## src/rtl/irq_route_pkg.sv

```systemverilog
package irq_route_pkg;

    typedef enum logic [1:0] {
        ST_IDLE,
        ST_READ_RSP,
        ST_SVC_REQ
    } route_state_e;

    typedef enum logic [2:0] {
        WK_NONE,
        WK_ID,
        WK_VER,
        WK_ARB,
        WK_ENTRY
    } win_kind_e;

    localparam logic [7:0]  OFS_SELECT   = 8'h00;
    localparam logic [7:0]  OFS_WINDOW   = 8'h10;
    localparam logic [31:0] SEL_ID       = 32'h0;
    localparam logic [31:0] SEL_VER      = 32'h1;
    localparam logic [31:0] SEL_ARB      = 32'h2;
    localparam logic [31:0] SEL_TBL_BASE = 32'h10;

    localparam logic [1:0]  SZ_WORD      = 2'd2;
    localparam logic [1:0]  SZ_DWORD     = 2'd3;

    localparam int          B_DST_MODE   = 11;
    localparam int          B_POLARITY   = 13;
    localparam int          B_RIRR       = 14;
    localparam int          B_TRIGGER    = 15;
    localparam int          B_MASK       = 16;
    localparam logic [63:0] ENTRY_RESET  = 64'h1 << B_MASK;

endpackage

```

## src/rtl/irq_route_decode.sv

```systemverilog
module irq_route_decode
    import irq_route_pkg::*;
#(
    parameter int PINS  = 24,
    parameter int IDX_W = 5
) (
    input  logic [7:0]       addr,
    input  logic [31:0]      sel,
    output logic             hit_sel,
    output logic             hit_win,
    output win_kind_e        kind,
    output logic [IDX_W-1:0] idx,
    output logic             hi
);

    logic [31:0] offset;
    logic [31:0] slot;

    always_comb begin
        hit_sel = (addr == OFS_SELECT);
        hit_win = (addr == OFS_WINDOW);
        offset  = sel - SEL_TBL_BASE;
        slot    = offset >> 1;
        hi      = sel[0];
        idx     = slot[IDX_W-1:0];
        if (sel == SEL_ID)
            kind = WK_ID;
        else if (sel == SEL_VER)
            kind = WK_VER;
        else if (sel == SEL_ARB)
            kind = WK_ARB;
        else if ((sel >= SEL_TBL_BASE) && (slot < 32'(PINS)))
            kind = WK_ENTRY;
        else
            kind = WK_NONE;
    end

endmodule

```

## src/rtl/irq_route_table.sv

```systemverilog
module irq_route_table
    import irq_route_pkg::*;
#(
    parameter int PINS  = 24,
    parameter int IDX_W = 5
) (
    input  logic               clk,
    input  logic               rst_n,
    input  logic               wr_en,
    input  logic [IDX_W-1:0]   wr_idx,
    input  logic               wr_hi,
    input  logic [31:0]        wr_data,
    input  logic               set_vld,
    input  logic [IDX_W-1:0]   set_pin,
    input  logic [IDX_W-1:0]   rd_idx,
    input  logic               rd_hi,
    output logic [31:0]        rd_word,
    output logic [PINS*64-1:0] tbl_flat
);

    for (genvar g = 0; g < PINS; g++) begin : g_entry
        logic [63:0] ent_q;

        always_ff @(posedge clk or negedge rst_n) begin
            if (!rst_n) begin
                ent_q <= ENTRY_RESET;
            end else begin
                if (set_vld && (set_pin == IDX_W'(g)))
                    ent_q[B_RIRR] <= 1'b1;
                if (wr_en && (wr_idx == IDX_W'(g))) begin
                    if (wr_hi) begin
                        ent_q[63:32] <= wr_data;
                    end else begin
                        ent_q[31:0]   <= wr_data;
                        ent_q[B_RIRR] <= 1'b0;
                    end
                end
            end
        end

        assign tbl_flat[g*64 +: 64] = ent_q;
    end

    always_comb begin
        rd_word = '0;
        for (int i = 0; i < PINS; i++) begin
            if (rd_idx == IDX_W'(i))
                rd_word = rd_hi ? tbl_flat[i*64+32 +: 32] : tbl_flat[i*64 +: 32];
        end
    end

endmodule

```

## src/rtl/irq_route_ctrl.sv

```systemverilog
module irq_route_ctrl
    import irq_route_pkg::*;
#(
    parameter int IDX_W = 5
) (
    input  logic             clk,
    input  logic             rst_n,
    input  logic             acc_read,
    input  logic             acc_svc,
    input  logic [IDX_W-1:0] acc_pin,
    output logic             req_ready,
    output logic             rd_valid,
    output logic             svc_valid,
    output logic [IDX_W-1:0] svc_pin
);

    route_state_e     state_q, state_d;
    logic [IDX_W-1:0] pin_q;

    always_comb begin
        state_d = state_q;
        unique case (state_q)
            ST_IDLE: begin
                if (acc_read)
                    state_d = ST_READ_RSP;
                else if (acc_svc)
                    state_d = ST_SVC_REQ;
            end
            ST_READ_RSP: state_d = ST_IDLE;
            ST_SVC_REQ:  state_d = ST_IDLE;
            default:     state_d = ST_IDLE;
        endcase
    end

    always_ff @(posedge clk or negedge rst_n) begin
        if (!rst_n) begin
            state_q <= ST_IDLE;
            pin_q   <= '0;
        end else begin
            state_q <= state_d;
            if (acc_svc)
                pin_q <= acc_pin;
        end
    end

    always_comb begin
        req_ready = 1'b0;
        rd_valid  = 1'b0;
        svc_valid = 1'b0;
        svc_pin   = pin_q;
        unique case (state_q)
            ST_IDLE:     req_ready = 1'b1;
            ST_READ_RSP: rd_valid  = 1'b1;
            ST_SVC_REQ:  svc_valid = 1'b1;
            default:     req_ready = 1'b0;
        endcase
    end

endmodule

```

## src/rtl/irq_route_window.sv

```systemverilog
module irq_route_window
    import irq_route_pkg::*;
#(
    parameter int         PINS    = 24,
    parameter logic [7:0] VERSION = 8'h11,
    localparam int        IDX_W   = (PINS > 1) ? $clog2(PINS) : 1
) (
    input  logic              clk,
    input  logic              rst_n,
    input  logic              req_valid,
    output logic              req_ready,
    input  logic              req_write,
    input  logic [7:0]        req_addr,
    input  logic [1:0]        req_size,
    input  logic [31:0]       req_wdata,
    output logic              rd_valid,
    output logic [31:0]       rd_data,
    input  logic [PINS-1:0]   pin_pending,
    input  logic              rirr_set_valid,
    input  logic [IDX_W-1:0]  rirr_set_pin,
    output logic              svc_valid,
    output logic [IDX_W-1:0]  svc_pin,
    output logic [PINS*8-1:0] fld_vector,
    output logic [PINS*3-1:0] fld_dlv_mode,
    output logic [PINS-1:0]   fld_dst_mode,
    output logic [PINS-1:0]   fld_polarity,
    output logic [PINS-1:0]   fld_remote_irr,
    output logic [PINS-1:0]   fld_trigger,
    output logic [PINS-1:0]   fld_mask,
    output logic [PINS*8-1:0] fld_dest_id
);

    logic [31:0]        sel_q;
    logic [3:0]         id_q;
    logic [31:0]        rdata_q, rdata_d;
    logic               hit_sel, hit_win, ent_hi;
    win_kind_e          kind;
    logic [IDX_W-1:0]   ent_idx;
    logic [31:0]        tbl_word;
    logic [PINS*64-1:0] tbl_flat;
    logic               accept, size_ok, wr_ok, tbl_wr, acc_read, acc_svc;

    irq_route_decode #(.PINS(PINS), .IDX_W(IDX_W)) u_decode (
        .addr    (req_addr),
        .sel     (sel_q),
        .hit_sel (hit_sel),
        .hit_win (hit_win),
        .kind    (kind),
        .idx     (ent_idx),
        .hi      (ent_hi)
    );

    always_comb begin
        accept   = req_valid && req_ready;
        size_ok  = (req_size == SZ_WORD) || (req_size == SZ_DWORD);
        wr_ok    = accept && req_write && size_ok;
        tbl_wr   = wr_ok && hit_win && (kind == WK_ENTRY);
        acc_read = accept && !req_write;
        acc_svc  = tbl_wr && pin_pending[ent_idx];
    end

    irq_route_table #(.PINS(PINS), .IDX_W(IDX_W)) u_table (
        .clk      (clk),
        .rst_n    (rst_n),
        .wr_en    (tbl_wr),
        .wr_idx   (ent_idx),
        .wr_hi    (ent_hi),
        .wr_data  (req_wdata),
        .set_vld  (rirr_set_valid),
        .set_pin  (rirr_set_pin),
        .rd_idx   (ent_idx),
        .rd_hi    (ent_hi),
        .rd_word  (tbl_word),
        .tbl_flat (tbl_flat)
    );

    irq_route_ctrl #(.IDX_W(IDX_W)) u_ctrl (
        .clk       (clk),
        .rst_n     (rst_n),
        .acc_read  (acc_read),
        .acc_svc   (acc_svc),
        .acc_pin   (ent_idx),
        .req_ready (req_ready),
        .rd_valid  (rd_valid),
        .svc_valid (svc_valid),
        .svc_pin   (svc_pin)
    );

    always_comb begin
        rdata_d = '0;
        if (hit_sel) begin
            rdata_d = sel_q;
        end else if (hit_win) begin
            unique case (kind)
                WK_ID, WK_ARB: rdata_d = {4'h0, id_q, 24'h0};
                WK_VER:        rdata_d = {8'h0, 8'(PINS - 1), 8'h0, VERSION};
                WK_ENTRY:      rdata_d = tbl_word;
                default:       rdata_d = '0;
            endcase
        end
    end

    always_ff @(posedge clk or negedge rst_n) begin
        if (!rst_n) begin
            sel_q   <= '0;
            id_q    <= '0;
            rdata_q <= '0;
        end else begin
            if (wr_ok && hit_sel)
                sel_q <= req_wdata;
            if (wr_ok && hit_win && (kind == WK_ID))
                id_q <= req_wdata[27:24];
            if (acc_read)
                rdata_q <= rdata_d;
        end
    end

    assign rd_data = rdata_q;

    for (genvar p = 0; p < PINS; p++) begin : g_fields
        assign fld_vector[p*8 +: 8]   = tbl_flat[p*64 +: 8];
        assign fld_dlv_mode[p*3 +: 3] = tbl_flat[p*64 + 8 +: 3];
        assign fld_dst_mode[p]        = tbl_flat[p*64 + B_DST_MODE];
        assign fld_polarity[p]        = tbl_flat[p*64 + B_POLARITY];
        assign fld_remote_irr[p]      = tbl_flat[p*64 + B_RIRR];
        assign fld_trigger[p]         = tbl_flat[p*64 + B_TRIGGER];
        assign fld_mask[p]            = tbl_flat[p*64 + B_MASK];
        assign fld_dest_id[p*8 +: 8]  = tbl_flat[p*64 + 56 +: 8];
    end

endmodule

```

## config.mk

```make
export PLATFORM = sky130hd
export DESIGN_NAME = irq_route_window
export DESIGN_NICKNAME = d
export VERILOG_FILES = /design/src/rtl/irq_route_pkg.sv /design/src/rtl/irq_route_decode.sv /design/src/rtl/irq_route_table.sv /design/src/rtl/irq_route_ctrl.sv /design/src/rtl/irq_route_window.sv
export SDC_FILE = /design/constraint.sdc
export NUM_CORES = 2
export LEC_CHECK = 0
export BUFFER_PORTS_ARGS = -buffer_cell sky130_fd_sc_hd__buf_4
export CORE_AREA = 4 4 428 430
export CTS_CLUSTER_DIAMETER = 50
export DETAILED_ROUTE_END_ITERATION = 10
export DIE_AREA = 0 0 432 434
export GPL_ROUTABILITY_DRIVEN = 0
export PLACE_DENSITY = 0.64
export SYNTH_ARGS = -nofsm -noshare
export SYNTH_HDL_FRONTEND = slang
export SYNTH_SLANG_ARGS = --single-unit
```

## constraint.sdc

```tcl
create_clock -name clk -period 4.7 [get_ports clk]
set_clock_uncertainty 0.05 [all_clocks]
set_input_delay 0.235 -clock clk [delete_from_list [all_inputs] [get_ports clk]]
set_output_delay 0.235 -clock clk [all_outputs]
set_load 0.05 [all_outputs]
```

# Word-level counts from Yosys, hierarchy flattened
# Index checks and enable logic that the tools add are counted.
# Widths: inputs -> output; s select.
classes:
  addsub: 1
  magnitude_cmp: 3
  n_eq_ne: 58
  mux: 135
  n_bitwise: 1
  reduce_logical: 114
op_table:
  columns: ["op", "count"]
  rows:
  - ["$mux 32", 50]
  - ["$mux 15", 48]
  - ["$pmux 32 s3", 1]
  - ["$reduce_and 2->1", 48]
  - ["$eq 5x4->1 const B", 16]
  - ["$eq 5x5->1 const B", 16]
  - ["$logic_and 1x1->1", 58]
  - ["$eq 5x3->1 const B", 8]
  - ["$eq 32x1->1 const B", 1]
  - ["$eq 32x2->1 const B", 1]
  - ["$ge 32x5->1 const B", 1]
  - ["$logic_not 32->1", 1]
  - ["$sub 32x5->32 const B", 1]
  - ["$lt 31x5->1 const B", 1]
  - ["$mux 1", 28]
  - ["$eq 5x2->1 const B", 4]
  - ["$mux 3", 4]
  - ["$eq 5x1->1 const B", 2]
  - ["$logic_not 5->1", 2]
  - ["$eq 8x5->1 const B", 1]
  - ["$logic_not 8->1", 1]
  - ["$eq 2x2->1 const B", 3]
  - ["$eq 3x2->1 const B", 2]
  - ["$lt 5x6->1 const B", 1]
  - ["11 further kinds", 13]
word_totals:
  reg_bits: 1611
  input_bits: 76
  output_inout_bits: 616
  wordCells: 389

# Logic depth before layout (Yosys ltp)
logic_depth:
  ltp_word: 29
  mapped_depth: 16
  depth_no_buf: 9

# Modules after synthesis
# Synthesis repeated with hierarchy kept, for this count alone.
hier_totals:
  cells_unflattened: 5825
  hier_area_um2: 75673.8
by_module_without_submodules:
  columns: ["module", "instances", "cells_per_inst", "area_each_um2", "seq_area_each_um2"]
  rows:
  - ["irq_route_table", 1, 5480, 71888.9, 38466.9]
  - ["irq_route_window", 1, 261, 3075.4, 1701.6]
  - ["irq_route_decode", 1, 67, 439.2, 0.0]
  - ["irq_route_ctrl", 1, 17, 270.3, 175.2]

# Worst setup path after synthesis
# Ideal clock, no wire load.
synth_timing:
  path_type: "register -> register"
  startpoint: "register sel_q[4]"
  endpoint: "register rdata_q[23] (netlist: rd_data[23])"
  setup_time_ns: 0.095
  t_arrival_ns: 3.994
  required_ns: 4.555
  setup_slack_ns: 0.560
  path_stages_with_launch: 17
  n_path_buf: 7
  period_less_slack_ns: 4.140
  path_cell_list: "dfrtp_1 > clkbuf_1 > clkbuf_1 > clkbuf_1 > inv_1 > ha_1 > clkbuf_1 > or3b_2 > clkbuf_1 > nor2_1 > clkbuf_1 > buf_1 > a21oi_1 > a2bb2oi_1 > nor4b_1 > o221a_2 > o31ai_1"
synth_via:
  elab_chain_cells: 29
synth_lines:
  columns: ["item", "line_no", "rtl"]
  rows:
  - ["start: declaration", "irq_route_window.sv:33", "logic [31:0] sel_q;"]
  - ["start signal: assignment", "irq_route_window.sv:110", "sel_q <= req_wdata;"]
  - ["$sub 32x5->32 (*)", "irq_route_decode.sv:22", "offset = sel - SEL_TBL_BASE;"]
  - ["net ent_idx[3]", "irq_route_window.sv:38", "logic [IDX_W-1:0] ent_idx;"]
  - ["$logic_not 5->1", "irq_route_table.sv:47", "if (rd_idx == IDX_W'(i))"]
  - ["$mux 32 (24 in a row)", "irq_route_table.sv:47", null]
  - ["$pmux 32 s3 (*)", "irq_route_window.sv:94", "unique case (kind)"]
  - ["$mux 32 (*)", "irq_route_window.sv:93", "end else if (hit_win) begin"]
  - ["$mux 32 (*)", "irq_route_window.sv:91", "if (hit_sel) begin"]
  - ["end signal: assignment", "irq_route_window.sv:114", "rdata_q <= rdata_d;"]
  - ["end: declaration", "irq_route_window.sv:35", "logic [31:0] rdata_q, rdata_d;"]
# The timed path passes the listed nets; every way through them passes the cells marked *.
# A chain may end at the register's enable or synchronous reset.

# Worst setup path after layout
layout_timing:
  startpoint: "register sel_q[11]"
  endpoint: "register u_table.g_entry[5].ent_q[33]"
layout_via:
  elab_chain_cells: 11
layout_lines:
  columns: ["item", "line_no", "rtl"]
  rows:
  - ["$sub 32x5->32", "irq_route_decode.sv:22", null]
  - ["$lt 31x5->1", "irq_route_decode.sv:32", "else if ((sel >= SEL_TBL_BASE) && (slot < 32'(PINS)))"]
  - ["$logic_and 1x1->1", "irq_route_decode.sv:32", null]
  - ["$mux 3", "irq_route_decode.sv:32", null]
  - ["$mux 3", "irq_route_decode.sv:30", "else if (sel == SEL_ARB)"]
  - ["$mux 3", "irq_route_decode.sv:28", "else if (sel == SEL_VER)"]
  - ["$mux 3 (*)", "irq_route_decode.sv:26", "if (sel == SEL_ID)"]
  - ["$eq 3x3->1 (*)", "irq_route_window.sv:57", "tbl_wr = wr_ok && hit_win && (kind == WK_ENTRY);"]
  - ["$logic_and 1x1->1 (*)", "irq_route_window.sv:57", null]
  - ["$logic_and 1x1->1 (*)", "irq_route_table.sv:30", "if (wr_en && (wr_idx == IDX_W'(g))) begin"]
  - ["$reduce_and 2->1 (no source line) (*)", null, null]
  - ["end signal: assignment", "irq_route_table.sv:32", "ent_q[63:32] <= wr_data;"]
  - ["end: declaration", "irq_route_table.sv:22", "logic [63:0] ent_q;"]
# Mark *: on every way between the ends. The rest lies on a longest branch, timed or not.

==> flow_summary.ini <==
[status]
status = finished, final reports clean

[floorplan]
die_h_um = 434
ioPinCount = 692
dieWidth_um = 432
die_area_um2 = 187000
initial_utilization_pct = 45.8
core_area_um2 = 180000
rows = 156

[pwr]
leakagePower_nw = 44.1
irDropWorstVdd_mv = 0.376
clock_power_share_pct = 48.5
p_int_mw = 22.9
p_per_area_nw_per_um2 = 321
p_comb_share_pct = 4.6
swShare_pct = 23.3
p_switching_mw = 6.93
p_seq_share_pct = 46.9
finalPower_mw = 29.8

[sta]
layout_min_cycle_time_ns = 4.49
finalSetupTns_ns = 0
tightestPinTransition_ns = 1.30
slew_headroom_pct = 13.3
worst_slack_ns = 0.208
setup_viol = 0
min_period_over_period_pct = 95.6
slew_violations = 0
finalHoldViolations = 0
rsz0062_at_grt = no
fmax_mhz = 223

[clocking]
cts_tree = done
clock_latency_ns = 0.82
clockRootBuffer = clkbuf_16
htree_num_levels = 4
numCtsBuffers = 178
post_cts_buffers = 0
clk_path_buf_depth = 3
path_clk_slew_ns = 0.06
clkSinkCount = 1611

[worst_setup_path]
crit_required_ns = 5.34
critPathKind = reg2reg
critPathMaxFanout = 30
arrival_ns = 5.14
cp-start-kind = flip-flop
rrSetupSlack_ns = 0.21
reg2reg_depth = 9
reg2reg_from = sel_q[11]
r2r_end = u_table.g_entry[5].ent_q[33]
worstSetupEndpointType = flip-flop

[synthesis]
yosys_warnings = 0
syn_avg_cell_area_um2 = 12.7
yosys.cell_count.top_type = dfrtp_1
async_flop_share_pct = 100
synth_area_leaders = dfrtp_1 (48%), mux2_2 (17%), mux2_1 (6.7%)
syn_area_um2 = 82300
ys_types = 71
synth_edf_count = 0
synth_common_cells = dfrtp_1 (1587), mux2_2 (1226), buf_4 (718)
synth_top_area_share_pct = 48.3
synth_ff_type = dfrtp_1
synth_cells = 6479
ys_seq_area_share_pct = 49.0
synth_seq_cells = 1611
synth_area_leader_cell = dfrtp_1
syn-num-nets = 6557

[final_layout]
drive_above_1_share_pct = 39.4
final_nets = 6545
synthToLayoutAreaGrowth_pct = 12.8
final_util_pct = 51.6

[global_route]
grt_max_degree = 149
overflow = 0
antenna_found_initial = 13
grt_pass1_wl_mm = 390
grtUsageTotal_pct = 28.1
grt_pass1_vias = 54700

[min_path]
hp-class = in2async

[drt]
drt-total-wl_mm = 270
drt-vias-per-instance = 6.01
vias = 54000
ant_nets = 0
drt-initial-drc-count = 4329
wl_per_cell_um = 30.1
remaining_drc_errors = 0
drtPass1Iterations = 6

[placement]
dp_slack_ns = 0.295
io_buffer_count = 690
dpl.hpwl_mm = 192

[flow_run]
drv_cap = 0
## metrics by stage
step           std cells  cell area, µm²  hold slack [ns]
3_5_place_dp        8628           86400            0.280
5_1_grt             8983           92800           0.0575
2_1_floorplan       6479           82300           -0.111
4_1_cts             8976           92800          0.00397
6_report            8988           92800           0.0230
3_3_place_gp        8628           86400            0.282
## cell type report
cell class	count	area, µm²
fillers	15500	87000
clock buffers	262	5290
repair buffers	968	8450
diodes	12	30.0
multi-input cells	3700	34900
flip-flops and latches	1611	40300
well taps	2370	2970
inverters	8	30.0
clock inverters	57	753
## registers in the layout (all words and copies together) (netlist names)
name	count
id_q	4
rd_data	32
sel_q	32
u_ctrl.state_q	2
u_ctrl.svc_pin	5
u_table.g_entry.ent_q	1536
## cell families after synthesis
kind of cell	share of synthesized area, %
fa+ha+maj	0.0304
simple gates	4.97
flops	49.0
buf+inv	8.75
compound gates	6.56
xor+xnor	0.0213
mux	30.6
## layout by cell type, fill, tap and decap left out, types with 10 or more instances in the layout
cell / Yosys / layout
a2111oi_0: 39 / 28
a2111oi_1: 0 / 11
a211o_1: 13 / 12
a211oi_1: 75 / 75
a21oi_1: 166 / 165
a221o_1: 43 / 43
a221oi_1: 23 / 23
a2bb2oi_1: 21 / 21
a31oi_1: 19 / 19
and3_1: 21 / 21
buf_12: 0 / 87
buf_4: 718 / 851
bufinv_16: 0 / 15
clkbuf_1: 323 / 43
clkbuf_16: 0 / 188
clkbuf_8: 0 / 31
clkinv_2: 0 / 18
clkinvlp_4: 0 / 10
dfrtp_1: 1587 / 1584
dfstp_2: 24 / 24
diode_2: 0 / 12
dlygate4sd3_1: 0 / 29
mux2_1: 492 / 492
mux2_2: 1226 / 1226
mux2i_1: 550 / 550
mux4_2: 15 / 15
nand2_1: 114 / 106
nand3_1: 35 / 29
nor2_1: 115 / 103
nor2_4: 0 / 10
nor2b_1: 62 / 62
nor3_1: 117 / 114
nor4_1: 29 / 28
nor4_4: 48 / 48
nor4b_1: 23 / 23
o21ai_0: 114 / 114
o221a_2: 21 / 21
o221ai_1: 58 / 58
o22ai_1: 107 / 106
o31ai_1: 28 / 28
## worst max path at each step
stage / start / endpoint / cells after the start
final: sel_q[11] / u_table.g_entry[5].ent_q[33] / 9
after floorplan: sel_q[4] / rd_data[23] / 16
after global routing: sel_q[11] / u_table.g_entry[5].ent_q[33] / 9
after CTS: sel_q[11] / u_table.g_entry[5].ent_q[33] / 9
after global placement: sel_q[1] / rd_data[13] / 7
after detailed placement: sel_q[11] / u_table.g_entry[5].ent_q[42] / 9
## power by group through the flow
stage	logic, mW	clock network, mW	registers (mW)
floorplan	0.642	0	14.2
global placement	1.33	0	14.2
detailed placement	1.34	0	14.2
CTS	1.38	14.7	14.0
global route	1.46	15.2	14.0
finish	1.37	14.4	14.0
## repair_timing
item	in CTS	in global routing
endpoints found under the hold margin	724	0
resized for setup	0	0
hold buffers	29	0
## metal layers
layer  wire length, µm  part of all wire (%)  vias up  track usage, %
li1                  -                     -    23100               -
met3             15900                   5.9      518            5.24
met4             16900                   6.2        0            15.3
met1            108000                    40    28600            35.4
met5                 0                     0        -               0
met2            130000                    48     1879            45.8
## worst max-delay path, cell delays in order, from the launching register on
cell	delay [ns]
dfrtp_1	0.50
nor4_2	0.77
nand3_1	0.23
a2111oi_0	0.67
nand4_1	0.25
or4_4	0.56
buf_12	0.23
nor4_4	0.39
buf_12	0.30
mux2_2	0.37
Power figures use the tool's default switching activity.
